--- src/rtl/i2cs_pkg.sv ---
package i2cs_pkg;
  localparam int BYTE_W  = 8;
  localparam int OWN_W   = 10;
  localparam int FLG_N   = 4;
  localparam int CNT_W   = 4;
  localparam int FLG_AL    = 0;
  localparam int FLG_START = 1;
  localparam int FLG_STOP  = 2;
  localparam int FLG_NACK  = 3;
  localparam logic [4:0] HDR10 = 5'b11110;

  typedef enum logic [3:0] {
    S_IDLE, S_ADDR, S_ADDR2, S_DECIDE, S_ACK_LO, S_ACK_HI,
    S_RX, S_RX_PUT, S_RX_HOLD, S_TX_GET, S_TX, S_TX_REL, S_TX_ACK
  } st_e;

  typedef enum logic [1:0] {NX_RX, NX_TX, NX_ADDR2} nxt_e;
endpackage

--- src/rtl/i2cs_sync.sv ---
module i2cs_sync #(
  parameter int W      = 2,
  parameter int STAGES = 2
) (
  input  logic         clk,
  input  logic         rst_n,
  input  logic [W-1:0] d,
  output logic [W-1:0] q
);
  logic [W-1:0] chain [STAGES];

  for (genvar g = 0; g < STAGES; g++) begin : g_stage
    always_ff @(posedge clk or negedge rst_n) begin
      if (!rst_n) chain[g] <= '1;
      else if (g == 0) chain[g] <= d;
      else chain[g] <= chain[(g == 0) ? 0 : g-1];
    end
  end

  assign q = chain[STAGES-1];
endmodule

--- src/rtl/i2cs_busmon.sv ---
module i2cs_busmon (
  input  logic clk,
  input  logic rst_n,
  input  logic scl_s,
  input  logic sda_s,
  output logic scl_rise,
  output logic scl_fall,
  output logic start_det,
  output logic stop_det
);
  logic scl_p, sda_p;

  always_ff @(posedge clk or negedge rst_n) begin
    if (!rst_n) begin
      scl_p <= 1'b1;
      sda_p <= 1'b1;
    end else begin
      scl_p <= scl_s;
      sda_p <= sda_s;
    end
  end

  assign scl_rise  = scl_s & ~scl_p;
  assign scl_fall  = ~scl_s & scl_p;
  // data edges while the clock stays high mark bus conditions
  assign start_det = scl_s & scl_p & sda_p & ~sda_s;
  assign stop_det  = scl_s & scl_p & ~sda_p & sda_s;
endmodule

--- src/rtl/i2cs_engine.sv ---
module i2cs_engine
  import i2cs_pkg::*;
(
  input  logic              clk,
  input  logic              rst_n,
  input  logic              scl_s,
  input  logic              sda_s,
  input  logic              scl_rise,
  input  logic              scl_fall,
  input  logic              start_det,
  input  logic              stop_det,
  input  logic [OWN_W-1:0]  own_addr,
  input  logic              addr10_en,
  input  logic              gc_en,
  input  logic              force_nack,
  input  logic [BYTE_W-1:0] tx_data,
  input  logic              tx_valid,
  output logic              tx_ready,
  output logic [BYTE_W-1:0] rx_data,
  output logic              rx_valid,
  input  logic              rx_ready,
  output logic              sda_oe,
  output logic              scl_oe,
  output logic              gc_seen,
  output logic              ev_start,
  output logic              ev_nack
);
  localparam logic [CNT_W-1:0] LAST_BIT = CNT_W'(BYTE_W - 1);

  st_e               st;
  nxt_e              nxt;
  logic [BYTE_W-1:0] sh, rx_q;
  logic [CNT_W-1:0]  cnt;
  logic              ack_go, ten_ok, sda_oe_q, rx_full, gc_q;
  logic              ev_start_q, ev_nack_q;
  logic [BYTE_W-1:0] abyte;
  logic              dec_ack, dec_start, dec_gc, dec_ten;
  nxt_e              dec_nxt;

  assign abyte = {sh[BYTE_W-2:0], sda_s};

  // address decode on the byte completing at this rising edge
  always_comb begin
    dec_ack   = 1'b0;
    dec_start = 1'b0;
    dec_gc    = 1'b0;
    dec_ten   = 1'b0;
    dec_nxt   = NX_RX;
    if (st == S_ADDR2) begin
      if (abyte == own_addr[BYTE_W-1:0]) begin
        dec_ack   = 1'b1;
        dec_start = 1'b1;
        dec_ten   = 1'b1;
      end
    end else if (gc_en && abyte == '0) begin
      dec_ack = 1'b1;
      dec_gc  = 1'b1;
    end else if (!addr10_en && abyte[7:1] == own_addr[6:0]) begin
      dec_ack   = 1'b1;
      dec_start = 1'b1;
      dec_nxt   = abyte[0] ? NX_TX : NX_RX;
    end else if (addr10_en && abyte[7:3] == HDR10 &&
                 abyte[2:1] == own_addr[OWN_W-1:BYTE_W]) begin
      if (!abyte[0]) begin
        dec_ack = 1'b1;
        dec_nxt = NX_ADDR2;
      end else if (ten_ok) begin
        dec_ack   = 1'b1;
        dec_start = 1'b1;
        dec_nxt   = NX_TX;
      end
    end
  end

  always_ff @(posedge clk or negedge rst_n) begin
    if (!rst_n) begin
      st <= S_IDLE;  nxt <= NX_RX;  sh <= '0;  cnt <= '0;
      ack_go <= 1'b0;  ten_ok <= 1'b0;  sda_oe_q <= 1'b0;
      rx_full <= 1'b0;  rx_q <= '0;  gc_q <= 1'b0;
      ev_start_q <= 1'b0;  ev_nack_q <= 1'b0;
    end else begin
      ev_start_q <= 1'b0;
      ev_nack_q  <= 1'b0;
      if (rx_full && rx_ready) rx_full <= 1'b0;
      if (start_det) begin
        st <= S_ADDR;  cnt <= '0;  sda_oe_q <= 1'b0;  gc_q <= 1'b0;
      end else if (stop_det) begin
        st <= S_IDLE;  sda_oe_q <= 1'b0;  ten_ok <= 1'b0;
      end else begin
        unique case (st)
          S_IDLE: ;
          S_ADDR, S_ADDR2: if (scl_rise) begin
            sh  <= abyte;
            cnt <= cnt + 1'b1;
            if (cnt == LAST_BIT) begin
              ack_go     <= dec_ack & ~force_nack;
              nxt        <= dec_nxt;
              ev_start_q <= dec_start & ~force_nack;
              gc_q       <= gc_q | (dec_gc & ~force_nack);
              if (dec_ten && !force_nack) ten_ok <= 1'b1;
              st <= S_DECIDE;
            end
          end
          S_DECIDE: if (scl_fall) begin
            if (ack_go) begin
              sda_oe_q <= 1'b1;
              st       <= S_ACK_LO;
            end else st <= S_IDLE;
          end
          S_ACK_LO: if (scl_rise) st <= S_ACK_HI;
          S_ACK_HI: if (scl_fall) begin
            sda_oe_q <= 1'b0;
            cnt      <= '0;
            unique case (nxt)
              NX_RX:    st <= S_RX;
              NX_ADDR2: st <= S_ADDR2;
              default:  st <= S_TX_GET;
            endcase
          end
          S_RX: if (scl_rise) begin
            sh  <= abyte;
            cnt <= cnt + 1'b1;
            if (cnt == LAST_BIT) begin
              ack_go <= ~force_nack;
              st     <= S_RX_PUT;
            end
          end
          S_RX_PUT: if (scl_fall) st <= ack_go ? S_RX_HOLD : S_IDLE;
          S_RX_HOLD: if (!rx_full) begin
            rx_q     <= sh;
            rx_full  <= 1'b1;
            sda_oe_q <= 1'b1;
            nxt      <= NX_RX;
            st       <= S_ACK_LO;
          end
          S_TX_GET: if (tx_valid) begin
            sh       <= tx_data;
            sda_oe_q <= ~tx_data[BYTE_W-1];
            cnt      <= '0;
            st       <= S_TX;
          end
          S_TX: begin
            if (scl_rise) begin
              cnt <= cnt + 1'b1;
              if (cnt == LAST_BIT) st <= S_TX_REL;
            end else if (scl_fall) begin
              sh       <= sh << 1;
              sda_oe_q <= ~sh[BYTE_W-2];
            end
          end
          S_TX_REL: if (scl_fall) begin
            sda_oe_q <= 1'b0;
            st       <= S_TX_ACK;
          end
          S_TX_ACK: if (scl_rise) begin
            if (!sda_s) begin
              nxt <= NX_TX;
              st  <= S_ACK_HI;
            end else begin
              ev_nack_q <= 1'b1;
              st        <= S_IDLE;
            end
          end
          default: st <= S_IDLE;
        endcase
      end
    end
  end

  assign sda_oe   = sda_oe_q;
  assign scl_oe   = (st == S_RX_HOLD) || (st == S_TX_GET);
  assign tx_ready = (st == S_TX_GET);
  assign rx_data  = rx_q;
  assign rx_valid = rx_full;
  assign gc_seen  = gc_q;
  assign ev_start = ev_start_q;
  assign ev_nack  = ev_nack_q;


  sda_steady_chk: assert property (@(posedge clk) disable iff (!rst_n)
    (scl_s && $past(scl_s)) |-> $stable(sda_oe_q));


  rx_hold_chk: assert property (@(posedge clk) disable iff (!rst_n)
    (rx_valid && !rx_ready) |=> (rx_valid && $stable(rx_data)));


  hold_keep_chk: assert property (@(posedge clk) disable iff (!rst_n)
    (scl_oe && !tx_valid && rx_valid && !rx_ready) |=> scl_oe);
endmodule

--- src/rtl/i2cs_flags.sv ---
module i2cs_flags
  import i2cs_pkg::*;
(
  input  logic             clk,
  input  logic             rst_n,
  input  logic [FLG_N-1:0] set_ev,
  input  logic [FLG_N-1:0] clr,
  input  logic [FLG_N-1:0] en,
  output logic [FLG_N-1:0] flags,
  output logic             irq
);
  for (genvar g = 0; g < FLG_N; g++) begin : g_flag
    always_ff @(posedge clk or negedge rst_n) begin
      if (!rst_n) flags[g] <= 1'b0;
      else if (set_ev[g]) flags[g] <= 1'b1;
      else if (clr[g]) flags[g] <= 1'b0;
    end


    flag_sticky_chk: assert property (@(posedge clk) disable iff (!rst_n)
      (flags[g] && !clr[g]) |=> flags[g]);
  end

  assign irq = |(flags & en);


  stop_flag_chk: assert property (@(posedge clk) disable iff (!rst_n)
    set_ev[FLG_STOP] |=> flags[FLG_STOP]);
endmodule

--- src/rtl/i2c_addr_slave.sv ---
module i2c_addr_slave
  import i2cs_pkg::*;
#(
  parameter int SYNC_STAGES = 2
) (
  input  logic              clk,
  input  logic              rst_n,
  input  logic              scl_i,
  input  logic              sda_i,
  output logic              scl_oe,
  output logic              sda_oe,
  input  logic [OWN_W-1:0]  own_addr,
  input  logic              addr10_en,
  input  logic              gc_en,
  input  logic              force_nack,
  input  logic [BYTE_W-1:0] tx_data,
  input  logic              tx_valid,
  output logic              tx_ready,
  output logic [BYTE_W-1:0] rx_data,
  output logic              rx_valid,
  input  logic              rx_ready,
  input  logic [FLG_N-1:0]  evt_en,
  input  logic [FLG_N-1:0]  evt_clr,
  output logic [FLG_N-1:0]  evt_flags,
  output logic              irq,
  output logic              gc_seen,
  output logic              scl_held
);
  logic [1:0] line_s;
  logic scl_rise, scl_fall, start_det, stop_det, ev_start, ev_nack;
  logic [FLG_N-1:0] set_ev;

  i2cs_sync #(.W(2), .STAGES(SYNC_STAGES)) u_sync (
    .clk(clk), .rst_n(rst_n), .d({scl_i, sda_i}), .q(line_s)
  );

  i2cs_busmon u_mon (
    .clk(clk), .rst_n(rst_n), .scl_s(line_s[1]), .sda_s(line_s[0]),
    .scl_rise(scl_rise), .scl_fall(scl_fall),
    .start_det(start_det), .stop_det(stop_det)
  );

  i2cs_engine u_eng (
    .clk(clk), .rst_n(rst_n), .scl_s(line_s[1]), .sda_s(line_s[0]),
    .scl_rise(scl_rise), .scl_fall(scl_fall),
    .start_det(start_det), .stop_det(stop_det),
    .own_addr(own_addr), .addr10_en(addr10_en), .gc_en(gc_en),
    .force_nack(force_nack), .tx_data(tx_data), .tx_valid(tx_valid),
    .tx_ready(tx_ready), .rx_data(rx_data), .rx_valid(rx_valid),
    .rx_ready(rx_ready), .sda_oe(sda_oe), .scl_oe(scl_oe),
    .gc_seen(gc_seen), .ev_start(ev_start), .ev_nack(ev_nack)
  );

  always_comb begin
    set_ev            = '0;
    set_ev[FLG_NACK]  = ev_nack;
    set_ev[FLG_STOP]  = stop_det;
    set_ev[FLG_START] = ev_start;
    set_ev[FLG_AL]    = 1'b0;
  end

  i2cs_flags u_flags (
    .clk(clk), .rst_n(rst_n), .set_ev(set_ev), .clr(evt_clr),
    .en(evt_en), .flags(evt_flags), .irq(irq)
  );

  assign scl_held = scl_oe;
endmodule

--- config.mk ---
export PLATFORM = sky130hd
export DESIGN_NAME = i2c_addr_slave
export DESIGN_NICKNAME = d
export VERILOG_FILES = /design/src/rtl/i2cs_pkg.sv /design/src/rtl/i2cs_sync.sv /design/src/rtl/i2cs_busmon.sv /design/src/rtl/i2cs_engine.sv /design/src/rtl/i2cs_flags.sv /design/src/rtl/i2c_addr_slave.sv
export SDC_FILE = /design/constraint.sdc
export NUM_CORES = 1
export LEC_CHECK = 0
export BUFFER_PORTS_ARGS = -buffer_cell sky130_fd_sc_hd__buf_2
export CAP_MARGIN = 40
export CELL_PAD_IN_SITES_DETAIL_PLACEMENT = 1
export CELL_PAD_IN_SITES_GLOBAL_PLACEMENT = 2
export CORE_ASPECT_RATIO = 2
export CORE_MARGIN = 1.5
export CORE_UTILIZATION = 33
export DETAILED_ROUTE_END_ITERATION = 8
export PLACE_DENSITY = 0.88
export SYNTH_ARGS = -nofsm -noshare
export SYNTH_HDL_FRONTEND = slang
export SYNTH_SLANG_ARGS = --single-unit
--- constraint.sdc ---
create_clock -name clk -period 2.1 [get_ports clk]
set_input_delay 0.21 -clock clk [delete_from_list [all_inputs] [get_ports clk]]
set_output_delay 0.21 -clock clk [all_outputs]
set_load 0.03 [all_outputs]
==> results by group, run 1 <==
Critical path
  – Reg2reg start: u_sync.q[1]
  – Largest delay share family, worst path: compound AO/OA/AOI/OAI gates
  – Worst Path Buf+Inv: 0
  – Crit. End Element: register
  – Crit start category: register
  – CP Max Fanout: 7
  – Slowest stage delay, CP: ~0.54 ns
  – CP arrival: approximately 2.3 ns
  – WP depth: 6
  – Req. time, crit path: between 2 and 2.5 ns
  – CP startpoint: u_sync.q[1]
  – Cells along the critical path: and2b_2 -> nand4b_1 -> a2111o_1 -> a211o_1 -> a21oi_2 -> a21o_1
  – Worst setup path category: reg -> reg
  – Depth of the most critical reg-to-reg path: 6
  – Crit-path slowest cell: dfstp_2

Logic synthesis
  – Mux cell area share after synthesis: under 10%
  – Post-synthesis xor/xnor area fraction: about 6%
  – Adder-cell share of the synthesized area: less than 1%
  – EDFF count, synth: 0
  – Flops & latches, synth: 42
  – Mapped Area: roughly 2600 um2
  – Complex-gate fraction of the synthesized area: a little over a fifth
  – Syn_nets: roughly 320
  – Top cells by area, synth: dfrtp_1, dfstp_2, a21oi_1
  – Share of the synthesized area in the top cell type: 34.5%
  – Cell count after synthesis: between 200 and 300
  – Synth cell types: 63
  – Count leader, synth: dfrtp_1
  – Avg Inst Size Synth: 9.28 um2
  – Synth Area in Simple Gates: a little under a fifth
  – Post-synth top flop: dfrtp_1
  – Largest area contributor in the netlist: dfrtp_1
  – Sequential area share after synthesis: around 40%
  – Ys Warns: 0
  – Fraction of synthesis flops using an asynchronous set or reset pin: 100%
  – Largest family of logic cells by synthesized area: compound AO/OA/AOI/OAI gates
  – Synth top cells by count: dfrtp_1, nor2_1, a21oi_1

GRT
  – First-pass GRT wire length: 14,400 um
  – GRT Total Usage: a little under a quarter
  – Total global routing overflow: 0
  – Vias in the first global route: roughly 2,800
  – Largest net degree at the start of global routing: 27
  – Initial antenna violation count: 0

Clock network
  – CTS root buf: clkbuf_16
  – Num CTS Buffers: 5
  – Worst-path clk slew: roughly 0.06 ns
  – CTS H-tree depth: 2
  – CTS tree: done
  – Clock Path Buffers: 2
  – TritonCTS Sinks: between 40 and 50
  – Clock insertion delay at the later pin of the skew report: 0.29 ns

STA
  – Worst slew margin: 58.4%
  – Final Critical Period: between 2 and 2.5 ns
  – Final setup vio count: 0
  – Skew final: around 0.0017 ns
  – FMAX: approximately 490 MHz
  – Slew at the pin closest to its max-slew limit: roughly 0.62 ns
  – Final hold vios: 0
  – Fin. max-slew vios: 0
  – Crit share post-route: just under 100%
  – Fin worst setup slack: about 0.065 ns

Power
  – Peak supply drop: ~0.57 mV
  – Power Density: approximately 1000 nW/um2
  – Leakage power: about 0.0016 uW
  – Tot Pwr: approximately 3500 uW

Floorplan
  – # IOs: 54
  – Effective utilization at floorplan: around a third
  – Num rows: 45
  – Die H: 129 um
  – Core Area: 7600 um2
  – Area of the die: 8480 um2
  – Chip width: roughly 66 um

Routing
  – Via count: around 2,600
  – Routed wire length: about 9000 um
  – Wire per inst: 19.5 um
  – Via density: about 5.5
  – DRC Markers: 0
  – First-iteration detailed-routing DRC count: 64
  – DRT Pass-1 Iters: 4
  – Post-route antenna net violation count: 0

Flow run
  – Max_cap viols: 0

Worst hold path
  – Hold Path Cell Cnt: 1
  – Type of the worst min-delay path: in -> reg
  – HP Start: sda_i

Cells and area
  – Ant diodes: 0
  – Post-route cell area: 3450 um2
  – Finished Layout Cells: 463
  – Syn-to-layout area delta: 32.4%
  – Layout cells sized above 1: a little under two fifths
  – Nets: 404
  – Final Core Density: between 40% and 50%

Placement
  – Setup WS pre-CTS: roughly 0.037 ns
  – Gp weighted congestion: a little under 0.9
  – Placed cells: 451
  – DP Wirelength: between 7000 and 8000 um
  – # port buffers: 50
  – Area post-placement: approximately 3200 um2

Run status
  – Outcome: complete, no violations
-- worst paths after layout --
kind,to,slack (ns)
max in group asynchronous,u_eng.cnt[3],1.05
min reg2reg,u_sync.q[0],0.36
min in group asynchronous,u_eng.gc_seen,0.47
min,u_sync.chain[2],0.02
max,u_eng.st[2],0.07
max reg2reg,u_eng.st[2],0.07
-- routing by layer --
metal	routed length (um)	GRT usage (%)
met5	0	0
met4	523	13.5
met3	287	3.67
met2	5170	44.4
met1	3030	20.8
-- power by group --
part / internal (uW) / switching, uW / total, uW
Clock: 561 / 327 / 889
Sequential: 925 / 182 / 1110
Combinational: 694 / 772 / 1470
Total: 2180 / 1280 / 3460
-- worst reg2reg max path: cells and delay by family, from the launching register on --
kind             cells  cell delay [ns]
AO/OA/AOI/OAI        4             1.04
AND/OR/NAND/NOR      2             0.40
flip-flops           1             0.54
-- state kept, by name (all words and copies together), names as in the netlist, 2 cells and up --
| register | cells |
|---|---|
| u_eng.cnt | 4 |
| u_eng.nxt | 2 |
| u_eng.rx_data | 8 |
| u_eng.sh | 8 |
| u_eng.st | 4 |
| u_flags.flags | 3 |
| u_sync.chain | 2 |
| u_sync.q | 2 |
-- placed cells by master (no fill, tap or decap), drive strengths merged, types with 3 or more instances in the layout --
cell type	Yosys	layout
mux2	9	9
xor2	10	10
and3	5	5
a21o	4	4
inv	11	11
and2b	3	3
clkbuf	10	6
nor4	6	6
nand2	16	16
nor2b	4	4
o21ai	17	17
nand2b	7	7
a31oi	5	5
dfstp	6	6
nor2	25	25
dfrtp	36	36
or2	3	3
o211ai	5	5
nand4	3	3
nor3	4	4
nand3	7	7
mux2i	7	7
buf	10	99
a21oi	19	19
xnor2	8	8
a22oi	3	3
a211oi	3	3
-- what timing repair did --
item                                    4_1_cts  5_1_grt
resized for setup                             0       11
hold endpoints to repair                     18        0
buffers inserted                              0        3
endpoints found under the setup margin        0       14
hold buffers                                  1        0
-- through the flow --
stage / hold slack [ns] / TNS [ns]
2_1_floorplan: -0.0856 / 0
3_3_place_gp: 0.242 / 0
3_5_place_dp: 0.256 / 0
4_1_cts: 0.0161 / 0
5_1_grt: 0.0193 / -0.00802
6_report: 0.0160 / 0
-- kinds of logic (layout without fill, tap and decap cells) --
family / after synthesis / count (layout)
compound gates: 82 / 82
xor+xnor: 18 / 18
fa+ha+maj: 1 / 1
buf+inv: 31 / 119
flops: 42 / 42
mux: 16 / 16
other cells: 1 / 1
simple gates: 90 / 90
-- cell type report --
class,instances,area (um2)
sequential,42,1060
inverter,11,41.3
tap,94,118
fill,926,4150
clock buffer,6,129
multi-input combinational,208,1420
clock inverter,2,37.5
timing repair buffer,100,641
Note: power is estimated with default switching activity, not from simulation.
==> inputs of run 2 (changes only) <==
CORE_UTILIZATION = 34   (was 33)
CTS_BUF_LIST = sky130_fd_sc_hd__clkbuf_4   (was default)
PLACE_DENSITY = 0.9   (was 0.88)
==> results by group, run 2 (synthesized netlist as in run 1, its figures left out) <==
Run status
  – Outcome: complete, no violations

STA
  – Min Hold Slack: roughly 0.099 ns
  – Crit share post-route: 95.9%
  – Worst slew margin: 63.8%
  – FMAX: just under 500 MHz
  – Final setup vio count: 0
  – Fin. max-slew vios: 0
  – Skew final: around 0.011 ns
  – Slew at the pin closest to its max-slew limit: roughly 0.54 ns
  – Final Critical Period: between 2 and 2.5 ns
  – Final hold vios: 0

Cells and area
  – Final Core Density: about 44%
  – Final-layout fill cell count: 904
  – Layout cells sized above 1: 35.0%
  – Sequential cell area: between 1000 and 1500 um2
  – Most common cell after layout, fill and taps aside: buf_2
  – Multi-input combinational cell area: between 1000 and 1500 um2
  – Finished Layout Cells: between 400 and 500
  – Ant diodes: 0
  – Most frequent cells in the layout: buf_2, buf_4, dfrtp_1
  – Nets: between 300 and 400
  – Syn-to-layout area delta: 26.9%

Placement
  – # port buffers: 50
  – DP Wirelength: about 6500 um
  – Gp weighted congestion: approximately 0.89
  – Placed cells: approximately 440

Critical path
  – Crit. End Element: register
  – CP Max Fanout: 4
  – R2r setup slk: about 0.085 ns
  – CP arrival: roughly 2.3 ns
  – Reg2reg start: u_sync.q[1]
  – Depth of the most critical reg-to-reg path: 6
  – Req. time, crit path: 2.41 ns
  – Worst setup path category: reg -> reg
  – Crit start category: register
  – Reg2reg end: u_eng.st[2]

Floorplan
  – Chip width: 64.9 um
  – Die H: around 130 um
  – Num rows: 45
  – Effective utilization at floorplan: 34.8%
  – # IOs: between 50 and 60
  – Area of the die: ~8000 um2
  – Core Area: 7490 um2

Routing
  – Routed wire length: 8360 um
  – DRT Pass-1 Iters: 4
  – Wire per inst: between 15 and 20 um
  – Via density: 5.56
  – DRC Markers: 0
  – Via count: 2,539
  – Post-route antenna net violation count: 0
  – First-iteration detailed-routing DRC count: 99

Clock network
  – Clock insertion delay at the later pin of the skew report: between 0.3 and 0.4 ns
  – Worst-path clk slew: between 0.1 and 0.15 ns
  – Clock Path Buffers: 2
  – Num CTS Buffers: 5
  – TritonCTS Sinks: 42
  – CTS root buf: clkbuf_4
  – CTS tree: done
  – CTS H-tree depth: 2

Worst hold path
  – Worst Hold Path EP: u_flags.flags[1]
  – HP Start: evt_clr[1]
  – Type of the worst min-delay path: in -> reg
  – Hold Path Cell Cnt: 3

Power
  – Leakage power: about 0.0015 uW
  – Tot Pwr: just under 3000 uW
  – Peak supply drop: about 0.42 mV
  – Power Density: ~890 nW/um2

GRT
  – Initial antenna violation count: 0
  – Vias in the first global route: 2,852
  – GRT Total Usage: between 20% and 30%
  – Total global routing overflow: 0
  – First-pass GRT wire length: roughly 14,000 um
  – Largest net degree at the start of global routing: 43

Flow run
  – Max_cap viols: 0
==> run 2: per-layer routing <==
layer  GRT usage (%)  vias up  routed length [um]  share of wire (%)
li1                -     1182                   -                  -
met1            24.5     1253                3260                 39
met2            38.3       77                4350                 52
met3            3.37       27                 383                4.6
met4            12.8        0                 364                4.4
met5               0        -                   0                  0
==> run 2: worst max-delay path by stage <==
stage / slack (ns) / startpoint / cells past startpoint / endpoint
floorplan: 0.22 / u_sync.q[1] / 6 / u_eng.st[2]
global placement: 0.09 / u_eng.st[1] / 6 / u_eng.st[2]
detailed placement: 0.007 / u_eng.st[1] / 8 / u_eng.cnt[2]
CTS: 0.0009 / u_eng.st[1] / 8 / u_eng.cnt[2]
global route: -0.0003 / u_sync.q[1] / 6 / u_eng.st[2]
finish: 0.09 / u_sync.q[1] / 6 / u_eng.st[2]
==> run 2: critical path, stage by stage (launching register included) <==
cell	delay, ns
dfstp_2	0.57
and2b_2	0.19
nand4b_1	0.17
a2111o_1	0.51
a211o_1	0.32
a21oi_2	0.11
a21o_1	0.09
==> run 2: layout make-up <==
class / instances / area share (%)
clock buffers: 6 / 1.36
clock inverters: 2 / 1.02
inverters: 11 / 1.25
multi-input cells: 208 / 42.7
flip-flops and latches: 42 / 32.1
well taps: 94 / 3.56
repair buffers: 94 / 18.0
==> run 2: what timing repair did <==
action                     in CTS  in global routing
setup endpoints to repair       0                 18
hold buffers                    4                  0
buffers inserted                0                  3
resized for setup               0                  6
hold endpoints to repair       39                  0
==> run 2: through the flow <==
step	cell area, um2	TNS, ns	worst slack [ns]
after floorplan	2610	0	0.216
after global placement	3150	0	0.0877
after detailed placement	3150	0	0.00708
after CTS	3270	0	0.000861
after global routing	3310	-0.000344	-0.000344
final	3310	0	0.0854
==> run 2: power breakdown <==
| group | total, uW | internal [uW] | switching [uW] | leakage (uW) |
|---|---|---|---|---|
| Combinational | 1330 | 605 | 724 | 0.000971 |
| Sequential | 1100 | 922 | 174 | 0.000523 |
| Clock | 531 | 261 | 270 | 0.0000433 |
==> inputs of run 3 (changes only) <==
PLACE_DENSITY = 0.81   (was 0.9)
==> results by group, run 3 (synthesized netlist as in run 1, its figures left out) <==
Cells and area
  – Most frequent cells in the layout: buf_2, buf_4, dfrtp_1
  – Most common cell after layout, fill and taps aside: buf_2
  – Finished Layout Cells: roughly 460
  – Nets: ~400
  – Ant diodes: 0
  – Post-route cell area: between 3000 and 4000 um2
  – Syn-to-layout area delta: 26.4%
  – Layout cells sized above 1: 36.2%

STA
  – Setup TNS: 0 ns
  – FMAX: around 500 MHz
  – Final setup vio count: 0
  – Slew at the pin closest to its max-slew limit: around 0.54 ns
  – Unrepaired setup endpoints after global routing: no
  – Skew final: approximately 0.018 ns
  – Fin. max-slew vios: 0
  – Crit share post-route: 95.6%
  – Final Critical Period: between 2 and 2.5 ns
  – Worst slew margin: between 60 and 70%
  – Final hold vios: 0

Routing
  – Wire per inst: between 15 and 20 um
  – Routed wire length: between 7000 and 8000 um
  – Post-route antenna net violation count: 0
  – DRC Markers: 0
  – Via density: between 5 and 6
  – Via count: approximately 2,500
  – DRT Pass-1 Iters: 4
  – First-iteration detailed-routing DRC count: between 90 and 100

GRT
  – Total global routing overflow: 0
  – GRT busiest layer: met2
  – GRT met3 Usage: under 10%
  – Met1 usage in global routing: roughly a quarter
  – M2 GR Usage: between 30% and 40%
  – Largest net degree at the start of global routing: 43
  – GRT Total Usage: between 20% and 30%
  – Vias in the first global route: about 2,600
  – Initial antenna violation count: 0
  – First-pass GRT wire length: 12,900 um

Clock network
  – Worst-path clk slew: approximately 0.12 ns
  – Clock insertion delay at the later pin of the skew report: 0.38 ns
  – Num CTS Buffers: 5
  – CTS root buf: clkbuf_4
  – CTS tree: done
  – TritonCTS Sinks: between 40 and 50
  – CTS H-tree depth: 2
  – Clock Path Buffers: 2

Critical path
  – Slowest stage delay, CP: 0.57 ns
  – Depth of the most critical reg-to-reg path: 6
  – Reg2reg start: u_sync.q[1]
  – Req. time, crit path: ~2.3 ns
  – Reg2reg end: u_eng.st[0]
  – Worst setup path category: reg -> reg
  – CP arrival: roughly 2.3 ns
  – CP Max Fanout: 4
  – Crit-path slowest cell: dfstp_2
  – R2r setup slk: about 0.093 ns
  – CP startpoint: u_sync.q[1]
  – Crit start category: register
  – Cells along the critical path: and2b_2 -> nand4b_1 -> a2111o_1 -> buf_4 -> a221oi_1 -> a31oi_1
  – Crit. End Element: register

Placement
  – DP Wirelength: around 6300 um
  – Area post-placement: around 3200 um2
  – Placed cells: roughly 440
  – # port buffers: 50
  – Gp weighted congestion: 0.854

Power
  – Leakage power: around 0.0015 uW
  – Tot Pwr: approximately 2800 uW
  – Power Density: ~860 nW/um2
  – Peak supply drop: 0.402 mV

Floorplan
  – Num rows: 45
  – Die H: between 100 and 150 um
  – Area of the die: about 8200 um2
  – # IOs: 54
  – Core Area: 7490 um2
  – Chip width: between 60 and 70 um
  – Effective utilization at floorplan: about a third

Flow run
  – Max_cap viols: 0

Worst hold path
  – Hold Path Cell Cnt: 2
  – Worst Hold Path EP: u_flags.flags[2]
  – HP Start: evt_clr[2]
  – Type of the worst min-delay path: in -> reg

Run status
  – Outcome: complete, no violations
run 3: cell types whose count changed in the layout (fill, tap and decap cells not counted), sizes merged:
cell and change:
bufinv -1, clkinv +1, dlygate4sd3 -1
run 3: what timing repair did:
action | 4_1_cts | 5_1_grt
gates resized for setup | 2 | 8
endpoints found under the setup margin | 4 | 14
buffers inserted | 0 | 1
hold buffers | 3 | 0
pin swaps | 0 | 0
endpoints found under the hold margin | 38 | 0
run 3: metal layers:
layer / share of wire (%) / routed length (um)
met4: 2.8 / 218
met3: 4.0 / 316
met1: 43 / 3360
met2: 51 / 3980
met5: 0 / 0
run 3: through the flow:
step / hold slack (ns) / worst slack (ns) / utilization, %
after CTS: 0.0125 / 0.0254 / 43.7
after floorplan: -0.0856 / 0.216 / -
after detailed placement: 0.321 / -0.00251 / 42.5
after global placement: 0.315 / 0.0591 / 42.5
after global routing: 0.0132 / 0.00492 / 44.0
final: 0.0281 / 0.0928 / 44.0
run 3: final cells by class:
cell class / instances / area [um2]
clock buffers: 6 / 45.0
clock inverters: 2 / 13.8
fillers: 920 / 4190
inverters: 11 / 41.3
multi-input cells: 208 / 1420
flip-flops and latches: 42 / 1060
well taps: 94 / 118
repair buffers: 93 / 597
run 3: critical path, delay by kind of cell, from the launching register on:
family | cells | cell delay (ns)
AND/OR/NAND/NOR | 2 | 0.36
flip-flops | 1 | 0.57
buffers and inverters | 1 | 0.15
AO/OA/AOI/OAI | 3 | 0.80
run 3: worst max path at each step:
stage                              to  slack [ns]
after global routing      u_eng.sh[7]       0.005
final                     u_eng.st[0]        0.09
after detailed placement  u_eng.sh[7]      -0.003
after floorplan           u_eng.st[2]        0.22
after CTS                    tx_ready        0.03
after global placement    u_eng.sh[6]        0.06
run 3: power breakdown:
| group | switching, uW | internal [uW] | total (uW) |
|---|---|---|---|
| clock network | 273 | 144 | 417 |
| registers | 174 | 922 | 1100 |
| logic | 711 | 618 | 1330 |
| total | 1160 | 1680 | 2840 |
